## config.mk

```make
export PLATFORM = sky130hd
export DESIGN_NAME = sadc_reader
export DESIGN_NICKNAME = d
export VERILOG_FILES = /design/src/rtl/sadc_pkg.sv /design/src/rtl/sadc_tick.sv /design/src/rtl/sadc_seq.sv /design/src/rtl/sadc_judge.sv /design/src/rtl/sadc_reader.sv
export SDC_FILE = /design/constraint.sdc
export NUM_CORES = 1
export LEC_CHECK = 0
export CAP_MARGIN = 20
export CORE_UTILIZATION = 50
export CTS_CLUSTER_SIZE = 24
export DETAILED_ROUTE_END_ITERATION = 7
export DONT_BUFFER_PORTS = 1
export SETUP_SLACK_MARGIN = 0.15
export SKIP_CTS_REPAIR_TIMING = 1
export SYNTH_ARGS = -nofsm -noshare
export SYNTH_HDL_FRONTEND = slang
export SYNTH_SLANG_ARGS = --single-unit
export TNS_END_PERCENT = 1
```

## constraint.sdc

```tcl
create_clock -name clk -period 3.37 [get_ports clk]
set_clock_uncertainty 0.2 [all_clocks]
set_input_delay 0.674 -clock clk [delete_from_list [all_inputs] [get_ports clk]]
set_output_delay 0.674 -clock clk [all_outputs]
set_load 0.03 [all_outputs]
```

## src/rtl/sadc_pkg.sv

```systemverilog
package sadc_pkg;

    typedef enum logic [1:0] {
        SQ_IDLE = 2'd0,
        SQ_LOW  = 2'd1,
        SQ_HIGH = 2'd2,
        SQ_FIN  = 2'd3
    } sq_state_e;

    // input configuration codes {single/diff, odd/sign}
    localparam logic [1:0] MODE_SE_CH0   = 2'b10;
    localparam logic [1:0] MODE_SE_CH1   = 2'b11;
    localparam logic [1:0] MODE_DIFF_P0  = 2'b00;
    localparam logic [1:0] MODE_DIFF_P1  = 2'b01;

endpackage

```

## src/rtl/sadc_tick.sv

```systemverilog
module sadc_tick #(
    parameter int HALF_DIV = 125
) (
    input  logic clk,
    input  logic rst_n,
    input  logic run_i,
    output logic tick_o
);
    localparam int CW = (HALF_DIV > 1) ? $clog2(HALF_DIV) : 1;
    localparam logic [CW-1:0] LAST = CW'(HALF_DIV - 1);

    logic [CW-1:0] cnt_d, cnt_q;

    always_comb begin
        cnt_d = cnt_q;
        if (!run_i) begin
            cnt_d = '0;
        end else if (cnt_q == LAST) begin
            cnt_d = '0;
        end else begin
            cnt_d = cnt_q + 1'b1;
        end
    end

    always_ff @(posedge clk or negedge rst_n) begin
        if (!rst_n) begin
            cnt_q <= '0;
        end else begin
            cnt_q <= cnt_d;
        end
    end

    assign tick_o = run_i && (cnt_q == LAST);

    AST_CNT_RANGE: assert property (@(posedge clk) disable iff (!rst_n)
        cnt_q <= LAST);

    AST_CNT_IDLE_ZERO: assert property (@(posedge clk) disable iff (!rst_n)
        !run_i |=> (cnt_q == '0));

endmodule

```

## src/rtl/sadc_seq.sv

```systemverilog
module sadc_seq
    import sadc_pkg::*;
#(
    parameter int DATA_W = 8,
    parameter int ADDR_W = 2
) (
    input  logic              clk,
    input  logic              rst_n,
    input  logic              start_i,
    input  logic [ADDR_W-1:0] mode_i,
    input  logic              tick_i,
    input  logic              do_i,
    output logic              run_o,
    output logic              cs_n_o,
    output logic              sclk_o,
    output logic              di_o,
    output logic              acc_o,
    output logic              fin_o,
    output logic [DATA_W-1:0] msb_o,
    output logic [DATA_W-1:0] lsb_o
);
    // rising-edge positions, counted from 0 (start bit)
    localparam int NULL_POS  = ADDR_W + 1;
    localparam int MSB_FIRST = NULL_POS + 1;
    localparam int MSB_LAST  = MSB_FIRST + DATA_W - 1;
    localparam int LSB_LAST  = MSB_LAST + DATA_W - 1;
    localparam int EW        = $clog2(LSB_LAST + 1);

    localparam logic [EW-1:0] P_MSB_FIRST = EW'(MSB_FIRST);
    localparam logic [EW-1:0] P_MSB_LAST  = EW'(MSB_LAST);
    localparam logic [EW-1:0] P_LSB_LAST  = EW'(LSB_LAST);
    localparam logic [EW-1:0] P_ADDR_END  = EW'(ADDR_W);

    typedef struct packed {
        sq_state_e         st;
        logic [EW-1:0]     pos;
        logic              cs_n;
        logic              sclk;
        logic              di;
        logic [ADDR_W-1:0] mode;
        logic [DATA_W-1:0] msb;
        logic [DATA_W-1:0] lsb;
    } seq_s;

    seq_s q, n;
    logic acc;
    logic [EW-1:0] nxt_pos;

    always_comb begin
        n       = q;
        acc     = 1'b0;
        nxt_pos = q.pos + 1'b1;
        case (q.st)
            SQ_IDLE: begin
                n.cs_n = 1'b1;
                n.sclk = 1'b0;
                if (start_i) begin
                    acc    = 1'b1;
                    n.st   = SQ_LOW;
                    n.pos  = '0;
                    n.cs_n = 1'b0;
                    n.di   = 1'b1;
                    n.mode = mode_i;
                end
            end
            SQ_LOW: begin
                if (tick_i) begin
                    n.sclk = 1'b1;
                    n.st   = SQ_HIGH;
                    if (q.pos >= P_MSB_FIRST && q.pos <= P_MSB_LAST) begin
                        n.msb = {q.msb[DATA_W-2:0], do_i};
                    end
                    if (q.pos >= P_MSB_LAST && q.pos <= P_LSB_LAST) begin
                        n.lsb = {do_i, q.lsb[DATA_W-1:1]};
                    end
                end
            end
            SQ_HIGH: begin
                if (tick_i) begin
                    n.sclk = 1'b0;
                    if (q.pos == P_LSB_LAST) begin
                        n.st   = SQ_FIN;
                        n.cs_n = 1'b1;
                        n.di   = 1'b1;
                    end else begin
                        n.st  = SQ_LOW;
                        n.pos = nxt_pos;
                        n.di  = 1'b1;
                        for (int b = 0; b < ADDR_W; b++) begin
                            if (nxt_pos == EW'(b + 1)) begin
                                n.di = q.mode[ADDR_W-1-b];
                            end
                        end
                    end
                end
            end
            default: begin
                n.st   = SQ_IDLE;
                n.cs_n = 1'b1;
                n.sclk = 1'b0;
            end
        endcase
    end

    always_ff @(posedge clk or negedge rst_n) begin
        if (!rst_n) begin
            q <= '{st: SQ_IDLE, pos: '0, cs_n: 1'b1, sclk: 1'b0, di: 1'b1,
                   mode: '0, msb: '0, lsb: '0};
        end else begin
            q <= n;
        end
    end

    assign run_o  = (q.st == SQ_LOW) || (q.st == SQ_HIGH);
    assign fin_o  = (q.st == SQ_FIN);
    assign acc_o  = acc;
    assign cs_n_o = q.cs_n;
    assign sclk_o = q.sclk;
    assign di_o   = q.di;
    assign msb_o  = q.msb;
    assign lsb_o  = q.lsb;

    AST_SCLK_LOW_DESELECTED: assert property (@(posedge clk) disable iff (!rst_n)
        q.cs_n |-> !q.sclk);

    AST_DI_MOVES_LOW: assert property (@(posedge clk) disable iff (!rst_n)
        !$stable(q.di) |-> !q.sclk);

    AST_DI_RELEASED: assert property (@(posedge clk) disable iff (!rst_n)
        (run_o && q.pos > P_ADDR_END) |-> q.di);

    AST_MODE_LOCKED: assert property (@(posedge clk) disable iff (!rst_n)
        (q.st != SQ_IDLE) |=> $stable(q.mode));

    AST_SELECT_HELD: assert property (@(posedge clk) disable iff (!rst_n)
        (q.st == SQ_LOW) |=> !q.cs_n);

endmodule

```

## src/rtl/sadc_judge.sv

```systemverilog
module sadc_judge #(
    parameter int DATA_W = 8
) (
    input  logic              clk,
    input  logic              rst_n,
    input  logic              acc_i,
    input  logic              fin_i,
    input  logic [DATA_W-1:0] msb_i,
    input  logic [DATA_W-1:0] lsb_i,
    output logic [DATA_W-1:0] result_o,
    output logic              done_o,
    output logic              mism_o
);
    typedef struct packed {
        logic [DATA_W-1:0] res;
        logic              done;
        logic              mis;
    } judge_s;

    judge_s q, n;

    always_comb begin
        n      = q;
        n.done = fin_i;
        if (acc_i) begin
            n.mis = 1'b0;
        end
        if (fin_i) begin
            if (msb_i == lsb_i) begin
                n.res = msb_i;
                n.mis = 1'b0;
            end else begin
                n.mis = 1'b1;
            end
        end
    end

    always_ff @(posedge clk or negedge rst_n) begin
        if (!rst_n) begin
            q <= '{res: '0, done: 1'b0, mis: 1'b0};
        end else begin
            q <= n;
        end
    end

    assign result_o = q.res;
    assign done_o   = q.done;
    assign mism_o   = q.mis;

    AST_DONE_SINGLE: assert property (@(posedge clk) disable iff (!rst_n)
        q.done |=> !q.done);

    AST_RESULT_ONLY_AT_DONE: assert property (@(posedge clk) disable iff (!rst_n)
        !q.done |-> $stable(q.res));

    AST_KEEP_ON_MISMATCH: assert property (@(posedge clk) disable iff (!rst_n)
        (q.done && q.mis) |-> $stable(q.res));

    AST_MISMATCH_STICKY: assert property (@(posedge clk) disable iff (!rst_n)
        (q.mis && !acc_i && !fin_i) |=> q.mis);

endmodule

```

## src/rtl/sadc_reader.sv

```systemverilog
module sadc_reader #(
    parameter int HALF_DIV = 125,
    parameter int DATA_W   = 8
) (
    input  logic              clk,
    input  logic              rst_n,
    input  logic              start_i,
    input  logic [1:0]        mode_i,
    output logic              cs_n_o,
    output logic              sclk_o,
    output logic              di_o,
    input  logic              do_i,
    output logic [DATA_W-1:0] result_o,
    output logic              done_o,
    output logic              mismatch_o
);
    localparam int ADDR_W = 2;

    logic              run, tick, acc, fin;
    logic [DATA_W-1:0] msb_w, lsb_w;

    sadc_tick #(.HALF_DIV(HALF_DIV)) i_tick (
        .clk    (clk),
        .rst_n  (rst_n),
        .run_i  (run),
        .tick_o (tick)
    );

    sadc_seq #(.DATA_W(DATA_W), .ADDR_W(ADDR_W)) i_seq (
        .clk     (clk),
        .rst_n   (rst_n),
        .start_i (start_i),
        .mode_i  (mode_i),
        .tick_i  (tick),
        .do_i    (do_i),
        .run_o   (run),
        .cs_n_o  (cs_n_o),
        .sclk_o  (sclk_o),
        .di_o    (di_o),
        .acc_o   (acc),
        .fin_o   (fin),
        .msb_o   (msb_w),
        .lsb_o   (lsb_w)
    );

    sadc_judge #(.DATA_W(DATA_W)) i_judge (
        .clk      (clk),
        .rst_n    (rst_n),
        .acc_i    (acc),
        .fin_i    (fin),
        .msb_i    (msb_w),
        .lsb_i    (lsb_w),
        .result_o (result_o),
        .done_o   (done_o),
        .mism_o   (mismatch_o)
    );

    AST_DONE_AFTER_DESELECT: assert property (@(posedge clk) disable iff (!rst_n)
        done_o |-> (cs_n_o && $past(cs_n_o)));

endmodule

```

# Word level (Yosys, flattened, before mapping)
# Cells that the tools add are included.
[word_totals]
inputBits = 6
regBits = 45
elab_cells = 71
[classes]
n_reduce_logical = 16
add_sub_neg = 2
order_cmp = 4
bitwise = 1
eq_ne = 13
muxes = 23
[op_table]
columns = ["cell", "count"]
rows = [
  ["AND reduction 3 bit", 5],
  ["2-to-1 mux 7 bit", 2],
  ["2-to-1 mux 1 bit", 10],
  ["2-to-1 mux 10 bit", 1],
  ["one-hot mux 5 bit (2 select lines)", 1],
  ["equality test 8 bit", 1],
  ["2-to-1 mux 8 bit", 1],
  ["adder 7 x 1 -> 7 bit (second input constant)", 1],
  ["equality test 7 bit (second input constant)", 1],
  ["!= test 2 x 1 -> 1 bit (second input constant)", 3],
  ["one-hot mux 2 bit (3 select lines)", 1],
  ["AND reduction 2 bit", 3],
  ["adder 5 x 1 -> 5 bit (second input constant)", 1],
  ["equality test 5 x 1 -> 1 bit (second input constant)", 1],
  ["equality test 5 x 2 -> 1 bit (second input constant)", 1],
  ["equality test 5 bit (second input constant)", 1],
  [">= comparator 5 x 3 -> 1 bit (second input constant)", 1],
  [">= comparator 5 x 4 -> 1 bit (second input constant)", 1],
  ["<= comparator 5 x 4 -> 1 bit (second input constant)", 1],
  ["<= comparator 5 bit (second input constant)", 1],
  ["2-to-1 mux 5 bit", 1],
  ["equality test 2 bit (second input constant)", 2],
  ["2-to-1 mux 2 bit", 2],
  ["!= test 2 bit (second input constant)", 2],
  ["10 further kinds", 14],
]

# Logic depth before layout (Yosys ltp)
[depth]
ltp_word = 7
ltp_mapped = 7
depth_no_buf = 6

# By module
# Synthesis repeated with hierarchy kept, for this count alone.
[hier_totals]
hier_cells = 202
area_unflattened_um2 = 2353.5
[by_module_without_submodules]
columns = ["mod", "instances", "cells_each", "area_each_um2"]
rows = [
  ["sadc_seq", 1, 134, 1562.7],
  ["sadc_judge", 1, 33, 454.2],
  ["sadc_tick", 1, 35, 336.6],
]

# Worst setup path before layout
# Ideal clock, no wire load.
[synth_path]
path_type = "register -> register"
from = "reg i_seq.q[26] (netlist name)"
to = "reg i_seq.q (netlist bit i_seq.msb_o[0])"
path_slack_ns = 1.238
setup_ns = 0.125
path_buffers = 0
path_stages_with_launch = 7
arrival_time_ns = 1.807
t_required_ns = 3.045
synth_period_minus_slack_ns = 2.132
cell_sequence = "dfrtp_1 inv_1 ha_1 and3_1 nand3_4 a211oi_4 mux2_2"
[synth_between]
elab_chain_cells = 4
word_cells_on_any_way = 5
cone_classes = "eq/ne: 2; reduce/logical: 3"
[synth_lines]
columns = ["item", "line", "rtl"]
rows = [
  ["from (decl)", "sadc_seq.sv:45", "seq_s q, n;"],
  ["from (signal assigned)", "sadc_seq.sv:107", "q <= '{st: SQ_IDLE, pos: '0, cs_n: 1'b1, sclk: 1'b0, di: 1'b1,"],
  ["from (signal assigned)", "sadc_seq.sv:110", "q <= n;"],
  ["equality test 2 x 1 -> 1 bit or equality test 2 bit (tied branches)", "sadc_seq.sv:53, sadc_seq.sv:114", ""],
  ["logical OR 1 bit", "sadc_seq.sv:114", "assign run_o = (q.st == SQ_LOW) || (q.st == SQ_HIGH);"],
  ["logical AND 1 bit", "sadc_tick.sv:33", "assign tick_o = run_i && (cnt_q == LAST);"],
  ["AND reduction 3 bit (no line) *", "--", ""],
]
# Mark *: on every way between the ends. The rest lies on a longest branch, timed or not.
# A chain may end at the register's enable or synchronous reset.

# Final worst setup path
[layout_path]
from = "reg i_seq.q[27] (netlist name)"
to = "reg i_seq.q (netlist bit i_seq.msb_o[6])"
# Same word-level chain as after synthesis.

==> flow_summary.json <==
{
  "finalHoldViolCount": 0,
  "globalRouteOverflowTotal": 0,
  "die_area_um2": 4740,
  "rsz0062_at_grt": "no",
  "layout_commonest_cell": "dfrtp_1",
  "final_cells": 242,
  "synth-edff-count": 0,
  "crit_required_ns": 3.35,
  "grt_pass1_wl_um": 6570,
  "die_w_um": 68.9,
  "io_pins": 19,
  "outcome": "finished clean",
  "setup_viol": 0,
  "wl_per_cell_um": 16.9,
  "coreArea_um2": 4140,
  "pwr_density_cell_nw_per_um2": 556,
  "n_antenna_cell": 0,
  "p_leak_nw": 1.07,
  "ir_drop_uv": 348,
  "utilization_pct": 58.5,
  "post_drt_via_cell_ratio": 5.76,
  "worst-endpoint-arrival_ns": 2.37,
  "drcViolationCount": 0,
  "clkSinkCount": 45,
  "hp-class": "input port to async pin",
  "worstSkewPairLatency_ns": 0.29,
  "grt_pass1_vias": 1326,
  "placed_cells": 232,
  "fin_hold_ws_ns": 0.00652,
  "cts_tree": "built",
  "cts_root_buf": "clkbuf_8",
  "timing.final.max_slew_violations": 0,
  "place_area_um2": 2280,
  "post-route-min-period_ns": 2.39,
  "yosysTopAreaCell": "dfrtp_1",
  "fmax_mhz": 418,
  "yosys_warnings": 0,
  "syn_inst": 186,
  "cp-end-kind": "register",
  "final_cell_mix": "43 x dfrtp_1, 29 x mux2_2, 16 x nor2_1",
  "finalCritPeriodShare_pct": 71.0,
  "cts_buffers": 5,
  "fin_area_um2": 2420,
  "synth_top_area_share_pct": 48.2,
  "synth_cell_types": 42,
  "drive_above_1_share_pct": 23.4,
  "initial_core_util_pct": 53.9,
  "vias": 1395,
  "syn-num-nets": 202,
  "firstDrtPassIters": 4,
  "critPathKind": "register to register",
  "synthFlopType": "dfrtp_1",
  "max-slew-margin-rel_pct": 51.3,
  "cap_violations": 0,
  "syn_area_um2": 2230,
  "grt.total_usage_pct": 19.5,
  "syn_avg_cell_area_um2": 12.0,
  "finalSetupTns_ns": 0,
  "htreeDepth": 2,
  "reg2reg_slack_ns": 0.98,
  "synthArstFlopShare_pct": 100,
  "worst_pin_slew_ns": 0.727,
  "grt_max_degree": 46,
  "drt-total-wl_um": 4080,
  "clkTransAtPathRegs_ns": 0.08,
  "seq_area_frac_synth_pct": 50.5,
  "port_buffers": 0,
  "area_growth_pct": 8.51,
  "synth.top_cells.by_area": "dfrtp_1 48%, mux2_2 15%, ha_1 5.6%",
  "dr.first_iter.drc_count": 75,
  "clk_path_buf_depth": 2,
  "crit_fanout": 8,
  "die_height_um": 68.9,
  "place.gp.congestion": 0.822,
  "post-dp-hpwl_um": 2850,
  "cp-start-kind": "register",
  "placementRows": 23,
  "ant_nets": 0,
  "fin_nets": 207,
  "antenna_found_initial": 0,
  "ys_ff_latch": 45
}
## where the power goes
part / internal [mW] / total (mW) / switching (mW)
clock: 0.223 / 0.403 / 0.181
sequential: 0.590 / 0.658 / 0.0680
combinational: 0.118 / 0.287 / 0.169
## synthesized netlist by cell type, drive strengths merged (2+ instances only)
library cell  number
buf                3
a31oi              2
a21oi              6
a211oi             2
ha                10
nand2b             2
xor2               4
a22o               3
nand2              8
xnor2             11
nor2              16
mux2              29
and3               2
and4               2
nand3              9
inv                7
o21ai              6
dfrtp             43
nand4              2
o211ai             2
nor2b              2
dfstp              2
## routing by layer
metal	track usage [%]	wire, um
met1	26.5	1970
met5	0	0
met3	6.25	174
met2	29.1	1900
met4	6.38	38
## flip-flops by register name (all words and copies together) (netlist names)
name and cells:
i_judge.mism_o 1, i_seq.di_o 1, i_judge.done_o 1, i_seq.cs_n_o 1, i_seq.q 9, i_seq.lsb_o 8
i_judge.result_o 8, i_tick.cnt_q 7, i_seq.sclk_o 1, i_seq.msb_o 8
## kinds of logic (layout without fill, tap and decap cells)
| family | after synthesis | after routing | synth area share [%] |
|---|---|---|---|
| DFF | 45 | 45 | 50.5 |
| xor gates and xnor gates | 15 | 15 | 5.88 |
| muxes | 30 | 30 | 15.1 |
| buffers and inverters | 11 | 17 | 2.13 |
| adders and majority gates | 10 | 10 | 5.60 |
| and+or+nand+nor | 47 | 47 | 11.4 |
| AOI/OAI and AO/OA | 28 | 28 | 9.41 |
## critical path, cell delays in order, from the launching register on
cell and delay, ns:
dfrtp_1 0.46, inv_1 0.11, ha_1 0.34, and3_1 0.26, nand3_4 0.12, a211oi_4 0.40, mux2_2 0.40
## area by class of cell
class,count,area (um^2)
Tap cell,50,62.6
Multi-Input combinational cell,130,1060
Timing Repair Buffer,2,37.5
Fill cell,351,1720
Clock buffer,6,72.6
Clock inverter,2,38.8
Inverter,7,26.3
Sequential cell,45,1130
## path summary, 6_finish.rpt
check                                 end         from  cells after the start
max in group asynchronous    i_seq.cs_n_o        rst_n                      1
min                           i_seq.q[24]        rst_n                      1
max                        i_seq.msb_o[6]  i_seq.q[27]                      6
max reg2reg                i_seq.msb_o[6]  i_seq.q[27]                      6
min reg2reg                   i_seq.q[16]  i_seq.q[16]                      1
min in group clk              i_seq.q[16]  i_seq.q[16]                      1
## per-stage QoR
stage / setup slack [ns] / total power [mW]
global placement: 1.15 / 0.926
global route: 0.895 / 1.42
CTS: 0.984 / 1.34
floorplan: 1.24 / 0.872
detailed placement: 0.995 / 0.937
finish: 0.977 / 1.35
No activity file was read; power rests on OpenSTA's default activity.
